===== src/rtl/banked_xlate_pkg.sv =====
package banked_xlate_pkg;

   typedef enum logic [1:0] {
      PRG_WIDE_A    = 2'd0,
      PRG_WIDE_B    = 2'd1,
      PRG_FIX_FIRST = 2'd2,
      PRG_FIX_LAST  = 2'd3
   } prg_mode_e;

   typedef enum logic {
      CHR_PAIRED = 1'b0,
      CHR_SPLIT  = 1'b1
   } chr_mode_e;

   typedef enum logic [1:0] {
      TGT_NONE = 2'd0,
      TGT_RAM  = 2'd1,
      TGT_ROM  = 2'd2
   } cpu_tgt_e;

   localparam int unsigned CPU_AW    = 16;
   localparam int unsigned PPU_AW    = 13;
   localparam int unsigned PRG_OFS_W = 14;
   localparam int unsigned CHR_OFS_W = 12;
   localparam int unsigned RAM_WIN   = 8192;

endpackage


===== src/rtl/banked_chr_map.sv =====
module banked_chr_map
   import banked_xlate_pkg::*;
#(
   parameter int unsigned BANK_W = 5,
   parameter int unsigned PAGES  = 16
) (
   input  logic [PPU_AW-1:0]                       ppu_addr,
   input  chr_mode_e                               mode,
   input  logic [BANK_W-1:0]                       bank_lo,
   input  logic [BANK_W-1:0]                       bank_hi,
   output logic [$clog2(PAGES)+CHR_OFS_W-1:0]      phys_addr
);
   localparam int unsigned PAGE_W = $clog2(PAGES);

   logic              upper_half;
   logic [BANK_W-1:0] sel_bank;
   logic [PAGE_W-1:0] page;

   assign upper_half = ppu_addr[CHR_OFS_W];

   always_comb begin
      if (!upper_half) begin
         if (mode == CHR_SPLIT) sel_bank = bank_lo;
         else                   sel_bank = {bank_lo[BANK_W-1:1], 1'b0};
      end else begin
         if (mode == CHR_SPLIT) sel_bank = bank_hi;
         else                   sel_bank = {bank_lo[BANK_W-1:1], 1'b1};
      end
   end

   generate
      if (BANK_W > PAGE_W) begin : g_wrap
         logic unused_bank_hi_bits;
         assign unused_bank_hi_bits = ^sel_bank[BANK_W-1:PAGE_W];
         assign page = sel_bank[PAGE_W-1:0];
      end else if (BANK_W == PAGE_W) begin : g_exact
         assign page = sel_bank;
      end else begin : g_widen
         assign page = {{(PAGE_W-BANK_W){1'b0}}, sel_bank};
      end
   endgenerate

   assign phys_addr = {page, ppu_addr[CHR_OFS_W-1:0]};

endmodule


===== src/rtl/banked_prg_map.sv =====
module banked_prg_map
   import banked_xlate_pkg::*;
#(
   parameter int unsigned BANK_W = 4,
   parameter int unsigned PAGES  = 8
) (
   input  logic                                    upper_half,
   input  logic [PRG_OFS_W-1:0]                    offset,
   input  prg_mode_e                               mode,
   input  logic [BANK_W-1:0]                       bank,
   output logic [$clog2(PAGES)+PRG_OFS_W-1:0]      phys_addr
);
   localparam int unsigned PAGE_W = $clog2(PAGES);
   localparam logic [PAGE_W-1:0] LAST_PAGE = PAGE_W'(PAGES - 1);

   logic [PAGE_W-1:0] bank_m;
   logic [PAGE_W-1:0] page;

   generate
      if (BANK_W > PAGE_W) begin : g_wrap
         logic unused_bank_hi_bits;
         assign unused_bank_hi_bits = ^bank[BANK_W-1:PAGE_W];
         assign bank_m = bank[PAGE_W-1:0];
      end else if (BANK_W == PAGE_W) begin : g_exact
         assign bank_m = bank;
      end else begin : g_widen
         assign bank_m = {{(PAGE_W-BANK_W){1'b0}}, bank};
      end
   endgenerate

   generate
      if (PAGE_W > 1) begin : g_multi
         always_comb begin
            unique case (mode)
               PRG_WIDE_A, PRG_WIDE_B:
                  page = {bank_m[PAGE_W-1:1], upper_half};
               PRG_FIX_FIRST:
                  page = upper_half ? bank_m : '0;
               default:
                  page = upper_half ? LAST_PAGE : bank_m;
            endcase
         end
      end else begin : g_single
         always_comb begin
            unique case (mode)
               PRG_WIDE_A, PRG_WIDE_B: page = upper_half;
               PRG_FIX_FIRST:          page = upper_half ? bank_m : '0;
               default:                page = upper_half ? LAST_PAGE : bank_m;
            endcase
         end
      end
   endgenerate

   assign phys_addr = {page, offset};

endmodule


===== src/rtl/banked_cpu_decode.sv =====
module banked_cpu_decode
   import banked_xlate_pkg::*;
#(
   parameter int unsigned RAM_BYTES = 8192,
   parameter int unsigned DW        = 8
) (
   input  logic [CPU_AW-1:0]              cpu_addr,
   input  logic                           ram_en,
   input  logic [DW-1:0]                  rom_rdata,
   input  logic [DW-1:0]                  ram_rdata,
   output logic                           rom_sel,
   output logic                           ram_sel,
   output logic                           unmapped,
   output logic [$clog2(RAM_BYTES)-1:0]   ram_addr,
   output logic [DW-1:0]                  rdata
);
   localparam int unsigned RAM_AW = $clog2(RAM_BYTES);

   cpu_tgt_e tgt;

   always_comb begin
      if (cpu_addr[15])                              tgt = TGT_ROM;
      else if (cpu_addr[15:13] == 3'b011 && ram_en)  tgt = TGT_RAM;
      else                                           tgt = TGT_NONE;
   end

   assign rom_sel  = (tgt == TGT_ROM);
   assign ram_sel  = (tgt == TGT_RAM);
   assign unmapped = (tgt == TGT_NONE);

   generate
      if (RAM_BYTES == RAM_WIN) begin : g_full_ram
         assign ram_addr = cpu_addr[12:0];
      end else begin : g_mirrored_ram
         logic unused_mirror_bits;
         assign unused_mirror_bits = ^cpu_addr[12:RAM_AW];
         assign ram_addr = cpu_addr[RAM_AW-1:0];
      end
   endgenerate

   always_comb begin
      unique case (tgt)
         TGT_ROM: rdata = rom_rdata;
         TGT_RAM: rdata = ram_rdata;
         default: rdata = '0;
      endcase
   end

endmodule


===== src/rtl/banked_addr_xlate.sv =====
module banked_addr_xlate
   import banked_xlate_pkg::*;
#(
   parameter int unsigned PRG_PAGES  = 8,
   parameter int unsigned PRG_BANK_W = 4,
   parameter int unsigned CHR_PAGES  = 16,
   parameter int unsigned CHR_BANK_W = 5,
   parameter int unsigned RAM_BYTES  = 8192,
   parameter int unsigned DW         = 8,
   localparam int unsigned PRG_AW    = $clog2(PRG_PAGES) + 14,
   localparam int unsigned CHR_AW    = $clog2(CHR_PAGES) + 12,
   localparam int unsigned RAM_AW    = $clog2(RAM_BYTES)
) (
   input  logic [15:0]             cpu_addr,
   input  logic [12:0]             ppu_addr,
   input  logic [1:0]              prg_mode,
   input  logic                    chr_split,
   input  logic [CHR_BANK_W-1:0]   chr_bank_lo,
   input  logic [CHR_BANK_W-1:0]   chr_bank_hi,
   input  logic [PRG_BANK_W-1:0]   prg_bank,
   input  logic                    ram_en,
   input  logic [DW-1:0]           rom_rdata,
   input  logic [DW-1:0]           ram_rdata,
   output logic [PRG_AW-1:0]       prg_rom_addr,
   output logic                    prg_rom_sel,
   output logic [RAM_AW-1:0]       ram_addr,
   output logic                    ram_sel,
   output logic                    unmapped,
   output logic [DW-1:0]           cpu_rdata,
   output logic [CHR_AW-1:0]       chr_addr
);

   generate
      if (PRG_PAGES < 2 || (PRG_PAGES & (PRG_PAGES - 1)) != 0) begin : g_bad_prg_pages
         $error("PRG_PAGES must be a power of two of at least 2");
      end
      if (CHR_PAGES < 2 || (CHR_PAGES & (CHR_PAGES - 1)) != 0) begin : g_bad_chr_pages
         $error("CHR_PAGES must be a power of two of at least 2");
      end
      if (RAM_BYTES < 2 || RAM_BYTES > RAM_WIN || (RAM_BYTES & (RAM_BYTES - 1)) != 0) begin : g_bad_ram
         $error("RAM_BYTES must be a power of two between 2 and the 8K window");
      end
      if (PRG_BANK_W < 1 || CHR_BANK_W < 2 || DW < 1) begin : g_bad_widths
         $error("bank and data widths are too small");
      end
   endgenerate

   prg_mode_e prg_mode_q;
   chr_mode_e chr_mode_q;

   assign prg_mode_q = prg_mode_e'(prg_mode);
   assign chr_mode_q = chr_mode_e'(chr_split);

   banked_chr_map #(
      .BANK_W (CHR_BANK_W),
      .PAGES  (CHR_PAGES)
   ) u_chr_map (
      .ppu_addr  (ppu_addr),
      .mode      (chr_mode_q),
      .bank_lo   (chr_bank_lo),
      .bank_hi   (chr_bank_hi),
      .phys_addr (chr_addr)
   );

   banked_prg_map #(
      .BANK_W (PRG_BANK_W),
      .PAGES  (PRG_PAGES)
   ) u_prg_map (
      .upper_half (cpu_addr[14]),
      .offset     (cpu_addr[13:0]),
      .mode       (prg_mode_q),
      .bank       (prg_bank),
      .phys_addr  (prg_rom_addr)
   );

   banked_cpu_decode #(
      .RAM_BYTES (RAM_BYTES),
      .DW        (DW)
   ) u_cpu_decode (
      .cpu_addr  (cpu_addr),
      .ram_en    (ram_en),
      .rom_rdata (rom_rdata),
      .ram_rdata (ram_rdata),
      .rom_sel   (prg_rom_sel),
      .ram_sel   (ram_sel),
      .unmapped  (unmapped),
      .ram_addr  (ram_addr),
      .rdata     (cpu_rdata)
   );

endmodule


===== config.mk =====
export PLATFORM = sky130hd
export DESIGN_NAME = banked_addr_xlate
export DESIGN_NICKNAME = d
export VERILOG_FILES = /design/src/rtl/banked_xlate_pkg.sv /design/src/rtl/banked_chr_map.sv /design/src/rtl/banked_prg_map.sv /design/src/rtl/banked_cpu_decode.sv /design/src/rtl/banked_addr_xlate.sv
export SDC_FILE = /design/constraint.sdc
export NUM_CORES = 1
export LEC_CHECK = 0
export BUFFER_PORTS_ARGS = -buffer_cell sky130_fd_sc_hd__buf_2
export CORE_AREA = 2 2 52 54
export DETAILED_ROUTE_END_ITERATION = 6
export DIE_AREA = 0 0 54 56
export GPL_ROUTABILITY_DRIVEN = 0
export PLACE_DENSITY = 0.88
export SLEW_MARGIN = 20
export SYNTH_ARGS = -nofsm -noshare
export SYNTH_HDL_FRONTEND = slang
export SYNTH_SLANG_ARGS = --single-unit

===== constraint.sdc =====
create_clock -name vclk -period 0.8
set_input_delay 0.04 -clock vclk [all_inputs]
set_output_delay 0.04 -clock vclk [all_outputs]
set_load 0.01 [all_outputs]

==> results.cfg <==
[timing]
finalSetupTns_ps = 0
rsz0062_at_grt = false
fin_hold_ws_ps = 80.0
maxSlewViolCount = 0
tightest_slew_ps = 280
setup_ws_ps = 67.7
hold_violations = 0
setup_viol_count_final = 0
slew_headroom_pct = 81.3
max_freq_mhz = 1370
timing.final.crit_period_ps = 732
period_share_pct = 91.5

[synth]
syn_area_um2 = 604
yosysWarnings = 0
synthCells = 90
synth-compound-area-share_pct = 15.7
syn_area_per_cell_um2 = 6.71
synth_nets = 153
yosysUniqueCellTypes = 17
seq_area_frac_synth_pct = 0
synthAdderAreaFrac_pct = 0
synth_mux_area_share_pct = 7.45
synth_top_family_by_area = buffers and inverters
synthSimpleGateAreaFrac_pct = 17.8
synthXorXnorAreaFrac_pct = 0

[setup_path]
end_kind = primary output
crit_start = ppu_addr[12]
start_kind = primary input
crit_required_ps = 760
worst-setup-path-type = in -> out
path_max_fanout = 4
worstPathArrival_ps = 690

[cells_and_area]
num_antenna_cells = 0
nClkBuffers = 0
layout-drive-gt1-share_pct = 59.6
area_growth_pct = -4.35
layout_common_cells = buf_2, nand4_1, nand2_1, o21ai_1
design.seq.count = 0
fillerInstances = 283
fin_nets = 164
fin_util_pct = 23.8
regArea_um2 = 0
fin_area_um2 = 578
final_common_cell = buf_2
fin_cells = 129
multi_input_area_um2 = 253

[power_and_ir_drop]
clkPwrFrac_pct = 0
sw_frac_of_total_pct = 49.5
finalPower_mw = 0.308
seqPwrFrac_pct = 0
power_density_nw_per_um2 = 533
p_switching_mw = 0.153
power.internal_mw = 0.156
ir_drop_v = 0.000188
combPwrFrac_pct = 100.0
power.leakage_nw = 0.331

[placement]
io_buffers = 54
dp.cells = 129
hpwl_mm = 1.14
place_area_um2 = 571
post-place-ws_ps = 33.0

[drt]
vias = 571
dr.pass1.iters = 2
drt_drc_violations_left = 0
viasPerCell = 4.43
finalWirelength_mm = 1.35
antenna_left = 0
post_drt_wl_per_cell_um = 10.4
drt_iter0_markers = 15

[hold_path]
holdCritPathClass = in -> out
hold_path_depth = 0
hold_path_startpoint = ppu_addr[9]

[grt]
antenna_found_initial = 0
grt_pass1_vias = 474
grt_max_degree = 20
grt_usage_pct = 7.80
grt_pass1_wl_mm = 1.95
grt-ovfl-total = 0

[floorplan]
coreArea_um2 = 2430
dieArea_um2 = 3020
die_w_um = 54
die_y_um = 56
row_count = 18
ios = 120
initial_core_util_pct = 24.8

[flow_run]
maxCapViolations = 0

[status]
status = finished clean
## layer usage
| layer | vias to the layer above | share of wire, % | GRT usage [%] |
|---|---|---|---|
| li1 | 280 | - | - |
| met5 | - | 0 | 0 |
| met1 | 234 | 32 | 8.81 |
| met3 | 8 | 14 | 0.806 |
| met4 | 0 | 2.7 | 2.86 |
| met2 | 49 | 51 | 14.3 |
## power by group through the flow
stage / Sequential [mW] / Clock [mW] / Combinational [mW]
5_1_grt: 0 / 0 / 0.345
4_1_cts: 0 / 0 / 0.307
3_3_place_gp: 0 / 0 / 0.301
2_1_floorplan: 0 / 0 / 0.364
3_5_place_dp: 0 / 0 / 0.306
6_report: 0 / 0 / 0.308
## synthesized netlist by cell type
cell type | instances | area [um2]
clkbuf_1 | 1 | 3.75
nor2_1 | 1 | 3.75
o21ba_2 | 1 | 10.0
o21ai_1 | 7 | 35.0
mux2_4 | 3 | 45.0
o21ai_0 | 1 | 5.00
a31oi_1 | 1 | 6.26
nand4_1 | 8 | 50.1
o22ai_1 | 3 | 18.8
inv_1 | 4 | 15.0
a21oi_1 | 4 | 20.0
nor2b_1 | 2 | 12.5
nand3_1 | 1 | 5.00
buf_6 | 2 | 22.5
nand2_1 | 8 | 30.0
buf_4 | 42 | 315
nand2_2 | 1 | 6.26
## worst max-delay path, stage by stage
cell	delay, ps
buf_2	120
nand2_4	90
mux2_4	300
buf_2	140
## final timing paths
path           end  slack (ps)
max   chr_addr[14]          70
min    chr_addr[9]          80
## kinds of logic after synthesis
group,Yosys count
AND/OR/NAND/NOR,21
multiplexers,3
AO/OA/AOI/OAI,17
buffers and inverters,49
## final cells by class
type                       count  area share, %
timing repair buffer          54           47.2
multi-input combinational     41           43.7
tap                           30           6.49
inverter                       4           2.60
## what timing repair did
item,in CTS,in global routing
endpoints found under the setup margin,0,2
setup buffers,0,0
hold buffers,0,0
gates resized for setup,0,2
No activity file was read; power rests on OpenSTA's default activity.
